### src/rtl/regstack_pkg.sv
package regstack_pkg;

    // Command codes presented on op_code.
    typedef enum logic [2:0] {
        OP_NOP  = 3'd0,
        OP_PUSH = 3'd1,
        OP_POP  = 3'd2,
        OP_ADD  = 3'd3,
        OP_SUB  = 3'd4,
        OP_XCHG = 3'd5,
        OP_RSV6 = 3'd6,
        OP_RSV7 = 3'd7
    } op_e;

    // Decided action for this cycle, after the legality checks.
    typedef enum logic [2:0] {
        ACT_IDLE  = 3'd0,
        ACT_PUSH  = 3'd1,
        ACT_POP   = 3'd2,
        ACT_ARITH = 3'd3,
        ACT_SWAP  = 3'd4,
        ACT_OVF   = 3'd5,
        ACT_UDF   = 3'd6
    } act_e;

    typedef struct packed {
        act_e act;
        logic sub;
    } plan_t;

    function automatic logic is_arith(op_e op);
        return (op == OP_ADD) || (op == OP_SUB);
    endfunction

endpackage

### src/rtl/regstack_alu.sv
module regstack_alu #(
    parameter int DATA_W = 32
) (
    input  logic              sub,
    input  logic [DATA_W-1:0] a,
    input  logic [DATA_W-1:0] b,
    output logic [DATA_W-1:0] y
);
    always_comb begin
        if (sub) y = a - b;
        else     y = a + b;
    end
endmodule

### src/rtl/regstack_ctrl.sv
module regstack_ctrl
    import regstack_pkg::*;
(
    input  logic       op_valid,
    input  logic [2:0] op_code,
    input  logic       top_live,
    input  logic       opnd_live,
    input  logic       full,
    output plan_t      plan
);
    op_e op;
    assign op = op_e'(op_code);

    always_comb begin
        plan.act = ACT_IDLE;
        plan.sub = 1'b0;
        if (op_valid) begin
            case (op)
                OP_PUSH: plan.act = full ? ACT_OVF : ACT_PUSH;
                OP_POP:  plan.act = top_live ? ACT_POP : ACT_UDF;
                OP_ADD, OP_SUB: begin
                    plan.act = (top_live && opnd_live) ? ACT_ARITH : ACT_UDF;
                    plan.sub = (op == OP_SUB);
                end
                OP_XCHG: plan.act = (top_live && opnd_live) ? ACT_SWAP : ACT_UDF;
                default: plan.act = ACT_IDLE;
            endcase
        end
    end

    // reserved codes never produce an action
    always_comb begin
        if (op_valid && (op == OP_RSV6 || op == OP_RSV7))
            p_rsv_idle_r10: assert (plan.act == ACT_IDLE);
    end

    // an arithmetic command without a live operand is always refused
    always_comb begin
        if (op_valid && is_arith(op) && !opnd_live)
            p_dead_opnd_r9: assert (plan.act == ACT_UDF);
    end
endmodule

### src/rtl/regstack_ptr.sv
module regstack_ptr
    import regstack_pkg::*;
#(
    parameter int SLOTS = 8,
    localparam int PTR_W = $clog2(SLOTS),
    localparam int CNT_W = $clog2(SLOTS + 1)
) (
    input  logic             clk,
    input  logic             rst,
    input  plan_t            plan,
    output logic [PTR_W-1:0] top_q,
    output logic [CNT_W-1:0] depth_q,
    output logic             ovf_q,
    output logic             udf_q
);
    always_ff @(posedge clk) begin
        if (rst) begin
            top_q   <= '0;
            depth_q <= '0;
            ovf_q   <= 1'b0;
            udf_q   <= 1'b0;
        end else begin
            case (plan.act)
                ACT_PUSH: begin
                    top_q   <= top_q - PTR_W'(1);
                    depth_q <= depth_q + CNT_W'(1);
                end
                ACT_POP: begin
                    top_q   <= top_q + PTR_W'(1);
                    depth_q <= depth_q - CNT_W'(1);
                end
                ACT_OVF: ovf_q <= 1'b1;
                ACT_UDF: udf_q <= 1'b1;
                default: ;
            endcase
        end
    end

    p_depth_bound_r3: assert property (@(posedge clk) disable iff (rst)
        depth_q <= CNT_W'(SLOTS));

    p_ovf_sticky_r3: assert property (@(posedge clk) disable iff (rst)
        ovf_q |=> ovf_q);

    p_udf_sticky_r5: assert property (@(posedge clk) disable iff (rst)
        udf_q |=> udf_q);

    p_pop_depth_r4: assert property (@(posedge clk) disable iff (rst)
        plan.act == ACT_POP |=> depth_q == $past(depth_q) - CNT_W'(1));

    p_refused_hold_r5: assert property (@(posedge clk) disable iff (rst)
        (plan.act == ACT_UDF || plan.act == ACT_OVF) |=> $stable(depth_q) && $stable(top_q));
endmodule

### src/rtl/regstack_file.sv
module regstack_file
    import regstack_pkg::*;
#(
    parameter int DATA_W = 32,
    parameter int SLOTS  = 8,
    localparam int PTR_W = $clog2(SLOTS),
    localparam int CNT_W = $clog2(SLOTS + 1)
) (
    input  logic              clk,
    input  logic              rst,
    input  plan_t             plan,
    input  logic [PTR_W-1:0]  top_q,
    input  logic [PTR_W-1:0]  idx,
    input  logic [DATA_W-1:0] push_data,
    input  logic [CNT_W-1:0]  depth_q,
    output logic              top_live,
    output logic              opnd_live,
    output logic              full,
    output logic [DATA_W-1:0] top_value
);
    logic [DATA_W-1:0] mem_q [SLOTS];
    logic [SLOTS-1:0]  valid_q;
    logic [PTR_W-1:0]  pa_top, pa_opnd, pa_new;
    logic [DATA_W-1:0] alu_y;

    // Logical-to-physical mapping; PTR_W-bit arithmetic wraps mod SLOTS.
    assign pa_top  = top_q;
    assign pa_opnd = top_q + idx;
    assign pa_new  = top_q - PTR_W'(1);

    assign top_live  = valid_q[pa_top];
    assign opnd_live = valid_q[pa_opnd];
    assign full      = valid_q[pa_new];
    assign top_value = top_live ? mem_q[pa_top] : '0;

    regstack_alu #(.DATA_W(DATA_W)) u_alu (
        .sub (plan.sub),
        .a   (mem_q[pa_top]),
        .b   (mem_q[pa_opnd]),
        .y   (alu_y)
    );

    always_ff @(posedge clk) begin
        if (rst) begin
            for (int s = 0; s < SLOTS; s++) mem_q[s] <= '0;
            valid_q <= '0;
        end else begin
            case (plan.act)
                ACT_PUSH: begin
                    mem_q[pa_new]   <= push_data;
                    valid_q[pa_new] <= 1'b1;
                end
                ACT_POP:   valid_q[pa_top] <= 1'b0;
                ACT_ARITH: mem_q[pa_top] <= alu_y;
                ACT_SWAP: begin
                    if (pa_opnd != pa_top) begin
                        mem_q[pa_top]  <= mem_q[pa_opnd];
                        mem_q[pa_opnd] <= mem_q[pa_top];
                    end
                end
                default: ;
            endcase
        end
    end

    p_tags_match_depth_r2: assert property (@(posedge clk) disable iff (rst)
        CNT_W'($countones(valid_q)) == depth_q);

    p_swap_moves_r8: assert property (@(posedge clk) disable iff (rst)
        plan.act == ACT_SWAP |=>
            mem_q[$past(pa_opnd)] == $past(mem_q[pa_top]) &&
            mem_q[$past(pa_top)]  == $past(mem_q[pa_opnd]));

    p_arith_keeps_opnd_r6: assert property (@(posedge clk) disable iff (rst)
        (plan.act == ACT_ARITH && pa_opnd != pa_top) |=>
            mem_q[$past(pa_opnd)] == $past(mem_q[pa_opnd]));
endmodule

### src/rtl/regstack_unit.sv
module regstack_unit
    import regstack_pkg::*;
#(
    parameter int DATA_W = 32,
    parameter int SLOTS  = 8
) (
    input  logic                       clk,
    input  logic                       rst,
    input  logic                       op_valid,
    input  logic [2:0]                 op_code,
    input  logic [$clog2(SLOTS)-1:0]   op_idx,
    input  logic [DATA_W-1:0]          push_data,
    output logic [DATA_W-1:0]          top_value,
    output logic [$clog2(SLOTS+1)-1:0] depth,
    output logic                       overflow,
    output logic                       underflow
);
    localparam int PTR_W = $clog2(SLOTS);
    localparam int CNT_W = $clog2(SLOTS + 1);

    plan_t            plan;
    logic [PTR_W-1:0] top_q;
    logic             top_live, opnd_live, full;

    regstack_ctrl u_ctrl (
        .op_valid  (op_valid),
        .op_code   (op_code),
        .top_live  (top_live),
        .opnd_live (opnd_live),
        .full      (full),
        .plan      (plan)
    );

    regstack_ptr #(.SLOTS(SLOTS)) u_ptr (
        .clk     (clk),
        .rst     (rst),
        .plan    (plan),
        .top_q   (top_q),
        .depth_q (depth),
        .ovf_q   (overflow),
        .udf_q   (underflow)
    );

    regstack_file #(.DATA_W(DATA_W), .SLOTS(SLOTS)) u_file (
        .clk       (clk),
        .rst       (rst),
        .plan      (plan),
        .top_q     (top_q),
        .idx       (op_idx),
        .push_data (push_data),
        .depth_q   (depth),
        .top_live  (top_live),
        .opnd_live (opnd_live),
        .full      (full),
        .top_value (top_value)
    );

    p_empty_reads_zero_r11: assert property (@(posedge clk) disable iff (rst)
        depth == CNT_W'(0) |-> top_value == '0);

    p_push_lands_r2: assert property (@(posedge clk) disable iff (rst)
        plan.act == ACT_PUSH |=> top_value == $past(push_data) &&
                                 depth == $past(depth) + CNT_W'(1));
endmodule

### config.mk
export PLATFORM = sky130hd
export DESIGN_NAME = regstack_unit
export DESIGN_NICKNAME = d
export VERILOG_FILES = /design/src/rtl/regstack_pkg.sv /design/src/rtl/regstack_alu.sv /design/src/rtl/regstack_ctrl.sv /design/src/rtl/regstack_ptr.sv /design/src/rtl/regstack_file.sv /design/src/rtl/regstack_unit.sv
export SDC_FILE = /design/constraint.sdc
export NUM_CORES = 1
export LEC_CHECK = 0
export CAP_MARGIN = 15
export CORE_ASPECT_RATIO = 0.9
export CORE_MARGIN = 8
export CORE_UTILIZATION = 40
export CTS_CLUSTER_SIZE = 24
export DETAILED_ROUTE_END_ITERATION = 10
export DONT_BUFFER_PORTS = 1
export PLACE_DENSITY = 0.55
export SYNTH_ARGS = -nofsm -noshare
export SYNTH_HDL_FRONTEND = slang
export SYNTH_HIERARCHICAL = 1
export SYNTH_SLANG_ARGS = --single-unit
### constraint.sdc
create_clock -name clk -period 7.6 [get_ports clk]
set_input_delay 0.76 -clock clk [delete_from_list [all_inputs] [get_ports clk]]
set_output_delay 0.76 -clock clk [all_outputs]
set_load 0.02 [all_outputs]
==> run_results.csv, run 1 <==
group,metric,value,unit
run_status,outcome,"finished, final reports clean",
clock_network,cts_root_buffer,"clkbuf_16",
global_routing,grt_overflow,0,
sta,rsz0062_at_grt,"no",
synthesis,synth-seq-cells,273,
clock_network,clock_sinks,273,
clock_network,cts_resized,0,
global_routing,grt_max_degree,59,
synthesis,synthDistinctLibCells,86,
pwr,intPower,3.36,mW
global_routing,antenna_found_initial,6,
place,io_buffers,0,
clock_network,cts_buffers,34,
critical_path,crit_fanout,30,
clock_network,clkTransAtPathRegs,0.06,ns
synthesis,syn-num-nets,1992,
min_path,min_from,"rst",
critical_path,startpoint,"u_ptr/top_q[0]",
route,via_per_inst,6.89,
route,vias,17300,
sta,fin_skew,0.0171,ns
pwr,switching_power,2.06,mW
place,placedInstanceArea,0.0199,mm²
sta,min_period_over_period,89.5,%
finish,stdcell_area,0.0210,mm²
sta,max_freq,0.147,GHz
synthesis,synth.area.top_cells,"edfxtp_1, o22ai_1, mux2i_1",
place,gp_congestion,0.923,
finish,nets,1944,
min_path,hp-class,"in2reg",
clock_network,post_cts_buffers,0,
pwr,clkPwrFrac,29.1,%
global_routing,gr-usage-all-layers,27.5,%
critical_path,crit_required,7.86,ns
global_routing,grt_pass1_wl,113000,µm
finish,layout_commonest_cell,"o22ai_1",
floorplanning,die_w,247,µm
sta,worstMarginPinSlew,1.17,ns
floorplanning,die_area,0.0553,mm²
synthesis,syn_area,0.0192,mm²
job,drv_cap,0,
route,routed_wl,78300,µm
route,antenna_left,0,
pwr,leakagePower,7.40,nW
synthesis,ys_seq_area_share,41.8,%
floorplanning,pin_count,79,
synthesis,synth.yosys.warnings,6,
synthesis,synth-edff-count,256,
route,firstDrtPassIters,6,
synthesis,netlist.top_cell.by_area,"edfxtp_1",
route,wl_per_cell,31.1,µm
sta,final-setup-viol-count,0,
sta,finalCriticalPeriod,6.81,ns
finish,drive_gt1_share,14.3,%
floorplanning,std_cell_rows,76,
finish,area_delta_synth_final,9.45,%
synthesis,synthCells,1913,
synthesis,async_flop_share,0,%
pwr,power.density,258,mW/mm²
synthesis,syn_area_per_cell,10.0,µm²
pwr,power,5.42,mW
critical_path,cp-start-kind,"flop",
finish,final_cell_mix,"o22ai_1, edfxtp_1, nor2_1",
synthesis,synth_flop_cell,"edfxtp_1",
place,dp_hpwl,46900,µm
critical_path,cp-end-kind,"flop",
pwr,ir_drop,0.114,mV
clock_network,clockBufferDepth,3,
clock_network,cts_hold_buf,0,
sta,fin_tns_setup,0,ns
critical_path,r2r-start,"u_ptr/top_q[0]",
sta,finalHoldViolCount,0,
pwr,swShare,38.0,%
clock_network,insertion_delay,0.56,ns
synthesis,synth_top_area_share,40.1,%
pwr,p_seq_share,33.4,%
floorplanning,core_area,0.0476,mm²
floorplanning,initial_core_util,40.3,%
clock_network,htreeDepth,2,
critical_path,critPathKind,"reg2reg",
clock_network,cts_tree,"built",
pwr,p_comb_share,37.5,%
route,drt_first_iter_violations,2487,
global_routing,grt_pass1_vias,16900,
floorplanning,die_h,224,µm
critical_path,worstPathArrival,7.07,ns
route,remaining_drc_errors,0,
sta,slew_headroom,21.9,%
sta,slew_violations,0,
## layout make-up
cell class / count / area (µm²)
inverter: 92 / 345
timing repair buffer: 72 / 566
clock buffer: 46 / 980
clock inverter: 14 / 80.1
fill: 4541 / 26600
sequential: 273 / 8040
multi-input combinational: 1392 / 10200
tap: 624 / 781
antenna: 4 / 10.0
## registers in the layout, summed over array words and instances (netlist names)
signal,count
u_file/mem_q,256
u_file/valid_q,8
u_ptr/depth_q,4
u_ptr/top_q,3
u_ptr/ovf_q,1
u_ptr/udf_q,1
## worst paths after layout
| kind | slack (ns) | cells past startpoint | end |
|---|---|---|---|
| worst max register to register | 0.79 | 26 | u_file/mem_q[3][30] |
| worst max-delay path | 0.79 | 26 | u_file/mem_q[3][30] |
| worst min-delay path | 0.27 | 1 | u_ptr/top_q[1] |
| worst min register to register | 0.50 | 2 | u_file/valid_q[2] |
## critical path: stages (launching register included)
cell       delay (ns)
dfxtp_4          0.37
ha_4             0.13
inv_1            0.05
fa_2             0.40
xnor2_4          0.20
xnor2_4          0.44
buf_12           0.37
mux4_2           0.33
inv_1            0.10
or4_1            0.59
nor4b_4          0.39
a31oi_1          0.25
nor2_1           0.34
o21ai_1          0.14
xnor2_1          0.15
ha_1             0.47
nand2_1          0.08
a2bb2oi_1        0.17
a21oi_1          0.20
a21oi_1          0.06
a31oi_1          0.32
and4_1           0.26
nor3_1           0.08
nand2_1          0.10
a21oi_1          0.07
nor2_1           0.25
o22ai_1          0.14
## Yosys cell counts (6+ instances only)
| cell | count |
|---|---|
| dfxtp_1 | 17 |
| buf_1 | 7 |
| buf_2 | 55 |
| o21bai_1 | 6 |
| clkbuf_1 | 76 |
| nor2b_1 | 11 |
| mux2_2 | 26 |
| nand3_1 | 21 |
| o211ai_1 | 12 |
| a221oi_1 | 23 |
| nor2_1 | 209 |
| a31oi_1 | 9 |
| inv_1 | 69 |
| nor3_1 | 22 |
| a22oi_1 | 41 |
| buf_4 | 7 |
| mux2i_1 | 136 |
| xor2_1 | 21 |
| a211oi_1 | 8 |
| nand2_1 | 96 |
| clkinv_1 | 21 |
| xnor2_1 | 45 |
| ha_1 | 36 |
| edfxtp_1 | 256 |
| o22ai_1 | 262 |
| nand4_1 | 7 |
| or3_1 | 18 |
| and3_1 | 8 |
| mux4_2 | 54 |
| nor2_2 | 13 |
| buf_6 | 10 |
| o21ai_0 | 64 |
| a21oi_1 | 147 |
## power groups by stage
stage,registers (mW),logic [mW],clock network (mW)
floorplan,1.82,1.41,0
global placement,1.84,1.96,0
detailed placement,1.84,1.96,0
CTS,1.81,1.97,1.60
global route,1.82,2.16,1.65
finish,1.81,2.03,1.58
## cells by family (layout without fill, tap and decap cells)
| logic type | count (synthesis) | in the layout | share of synthesized area, % |
|---|---|---|---|
| buffers and inverters | 248 | 224 | 5.74 |
| adder cells (fa/ha/maj) | 39 | 39 | 2.61 |
| AO/OA/AOI/OAI | 619 | 619 | 20.4 |
| multiplexers | 218 | 218 | 15.1 |
| flip-flops | 273 | 273 | 41.8 |
| XOR/XNOR | 69 | 69 | 3.38 |
| other | 0 | 4 | 0 |
| AND/OR/NAND/NOR | 447 | 447 | 11.0 |
## layer usage
| layer | share of wire, % | routed length (µm) | up-vias | global-route usage (%) |
|---|---|---|---|---|
| li1 | - | - | 7329 | - |
| met1 | 40 | 31300 | 8542 | 37.2 |
| met2 | 44 | 34700 | 1234 | 41.9 |
| met3 | 12 | 9090 | 230 | 6.56 |
| met4 | 4.1 | 3190 | 6 | 11.2 |
| met5 | 0.046 | 36 | - | 0 |
## through the flow
step	hold slack [ns]	util (%)	worst slack, ns	cells
after detailed placement	0.487	41.8	0.577	2453
after global routing	0.251	44.1	0.378	2514
final	0.274	44.1	0.794	2517
after floorplan	0.462	-	1.04	1913
after CTS	0.244	44.1	0.918	2513
after global placement	0.492	41.8	0.647	2453
Power figures use the tool's default switching activity.
==> run 2, diff against run 1 <==
--- a/config.mk
+++ b/config.mk
@@ -5,14 +5,17 @@
 export SDC_FILE = /design/constraint.sdc
 export NUM_CORES = 1
 export LEC_CHECK = 0
+export ABC_CLOCK_PERIOD_IN_PS = 7600
 export CAP_MARGIN = 15
+export CELL_PAD_IN_SITES_DETAIL_PLACEMENT = 0
+export CELL_PAD_IN_SITES_GLOBAL_PLACEMENT = 1
 export CORE_ASPECT_RATIO = 0.9
 export CORE_MARGIN = 8
 export CORE_UTILIZATION = 40
 export CTS_CLUSTER_SIZE = 24
 export DETAILED_ROUTE_END_ITERATION = 10
 export DONT_BUFFER_PORTS = 1
-export PLACE_DENSITY = 0.55
+export PLACE_DENSITY = 0.66
 export SYNTH_ARGS = -nofsm -noshare
 export SYNTH_HDL_FRONTEND = slang
 export SYNTH_HIERARCHICAL = 1
==> run 2 against run 1 <==
Compared with the run above: critical path depth fell by 1; worst hold slack got worse by 0.050 ns; design area about the same; combinational power hardly changed; sequential power hardly changed; die area stayed put; clock skew is 0.0013 ns lower; critical endpoint is now u_file/mem_q[4][30]; largest cell class unchanged.
==> run_results.csv, run 2 (synthesis results as in run 1) <==
group,metric,value,unit
sta,fin_tns_setup,0,ns
job,drv_cap,0,
route,routed_wl,77600,µm
critical_path,crit_required,7.90,ns
clock_network,clkTransAtPathRegs,0.06,ns
sta,max_freq,0.142,GHz
route,firstDrtPassIters,5,
global_routing,antenna_found_initial,0,
global_routing,grt.busiest_layer,"met2",
place,io_buffers,0,
finish,drive_gt1_share,14.4,%
sta,finalHoldViolCount,0,
place,dp_hpwl,47900,µm
floorplanning,die_h,224,µm
place,post-place-cells,2463,
run_status,outcome,"finished, final reports clean",
global_routing,grt_overflow,0,
pwr,power.density,255,mW/mm²
sta,slew_headroom,23.9,%
route,via_per_inst,6.82,
clock_network,cts_buffers,31,
finish,final_cell_mix,"o22ai_1, edfxtp_1, nor2_1",
min_path,hp-class,"in2reg",
finish,reg_top3,"u_file/mem_q x256, u_file/valid_q x8, u_ptr/depth_q x4",
clock_network,clockBufferDepth,3,
route,remaining_drc_errors,0,
critical_path,critPathMaxStageDelay,0.54,ns
finish,instances_no_fill,2518,
floorplanning,die_w,247,µm
route,drt_first_iter_violations,2182,
global_routing,globalRouteMet1Util,36.0,%
critical_path,worstPathArrival,7.33,ns
critical_path,critPathKind,"reg2reg",
clock_network,cts_tree,"built",
finish,largest_reg_flops,256,
global_routing,grt_pass1_wl,111000,µm
pwr,ir_drop,0.164,mV
clock_network,cts_resized,0,
sta,finalHoldWorstSlack,0.223,ns
sta,slew_violations,0,
pwr,power,5.36,mW
route,vias,17200,
floorplanning,core_area,0.0476,mm²
critical_path,crit_fanout,10,
route,wl_per_cell,30.8,µm
critical_path,cp-start-kind,"flop",
clock_network,post_cts_buffers,0,
sta,fin_skew,0.0157,ns
critical_path,slowest_stage,"nor3_1",
floorplanning,initial_core_util,40.3,%
finish,area_delta_synth_final,9.42,%
global_routing,grtUsageMet2,43.2,%
global_routing,grt_pass1_vias,16600,
global_routing,grt_use_met3,5.08,%
floorplanning,std_cell_rows,76,
critical_path,cp-end-kind,"flop",
floorplanning,pin_count,79,
global_routing,gr-usage-all-layers,27.0,%
finish,fillCellCount,4505,
place,gp_congestion,0.965,
clock_network,cts_hold_buf,0,
clock_network,htreeDepth,1,
finish,layout_commonest_cell,"o22ai_1",
finish,insertedDiodeCount,0,
finish,nets,1951,
finish,top_register,"u_file/mem_q",
sta,final-setup-viol-count,0,
clock_network,clock_sinks,273,
floorplanning,die_area,0.0553,mm²
critical_path,cp_top_family,"simple AND/OR/NAND/NOR gates",
sta,finalCriticalPeriod,7.03,ns
critical_path,timing.critical_path.mode_cell,"a21oi_1",
route,antenna_left,0,
pwr,leakagePower,7.41,nW
sta,min_period_over_period,92.5,%
global_routing,grt_max_degree,67,
clock_network,insertion_delay,0.59,ns
sta,rsz0062_at_grt,"no",
sta,worstMarginPinSlew,1.14,ns
critical_path,path_buf_inv,3,
clock_network,cts_root_buffer,"clkbuf_16",
[run 2: cell types whose count changed in the layout (fill, tap and decap cells not counted), moves of 4 or more]
cell / previous run / this run
diode_2: 4 / 0
buf_4: 70 / 80
clkinv_2: 9 / 5
bufinv_16: 0 / 4
clkbuf_16: 37 / 31
clkinv_1: 22 / 29
[run 2: final timing paths]
kind	from	end	slack [ns]	cells past startpoint
setup / recovery	u_ptr/top_q[1]	u_file/mem_q[4][30]	0.57	25
hold / removal	rst	u_ptr/top_q[1]	0.22	1
setup reg to reg	u_ptr/top_q[1]	u_file/mem_q[4][30]	0.57	25
hold reg to reg	u_file/valid_q[2]	u_file/valid_q[2]	0.50	2
[run 2: stage by stage]
step / worst slack, ns / instance area, µm² / utilization [%]
after global routing: 0.119 / 21000 / 44.1
final: 0.570 / 21000 / 44.1
after global placement: 0.327 / 20000 / 42.0
after CTS: 0.647 / 21000 / 44.1
after floorplan: 1.04 / 19200 / -
after detailed placement: 0.326 / 20000 / 42.0
[run 2: worst register-to-register path, delay by kind of cell (launching register included)]
kind            cells  cell delay (ns)
simple gates        8             2.17
mux                 1             0.36
flops               1             0.36
xor+xnor            3             0.78
buf+inv             3             0.63
fa+ha+maj           2             0.91
compound gates      8             1.55
[run 2: layout make-up]
cell class,instances,area [µm²],share of cell area [%]
well taps,624,781,3.72
multi-input cells,1392,10200,48.6
inverters,92,345,1.64
clock buffers,36,795,3.78
clock inverters,19,191,0.912
flip-flops and latches,273,8040,38.3
repair buffers,82,641,3.05
[run 2: per-layer routing]
metal  up-vias  routed length (µm)
met5         -                   0
met4         0                3380
met3       227                8130
met2      1091               35200
met1      8523               30900
li1       7321                   -
[run 2: power breakdown]
part	internal, mW	switching [mW]
sequential	1.75	0.0571
clock	0.874	0.633
combinational	0.705	1.34
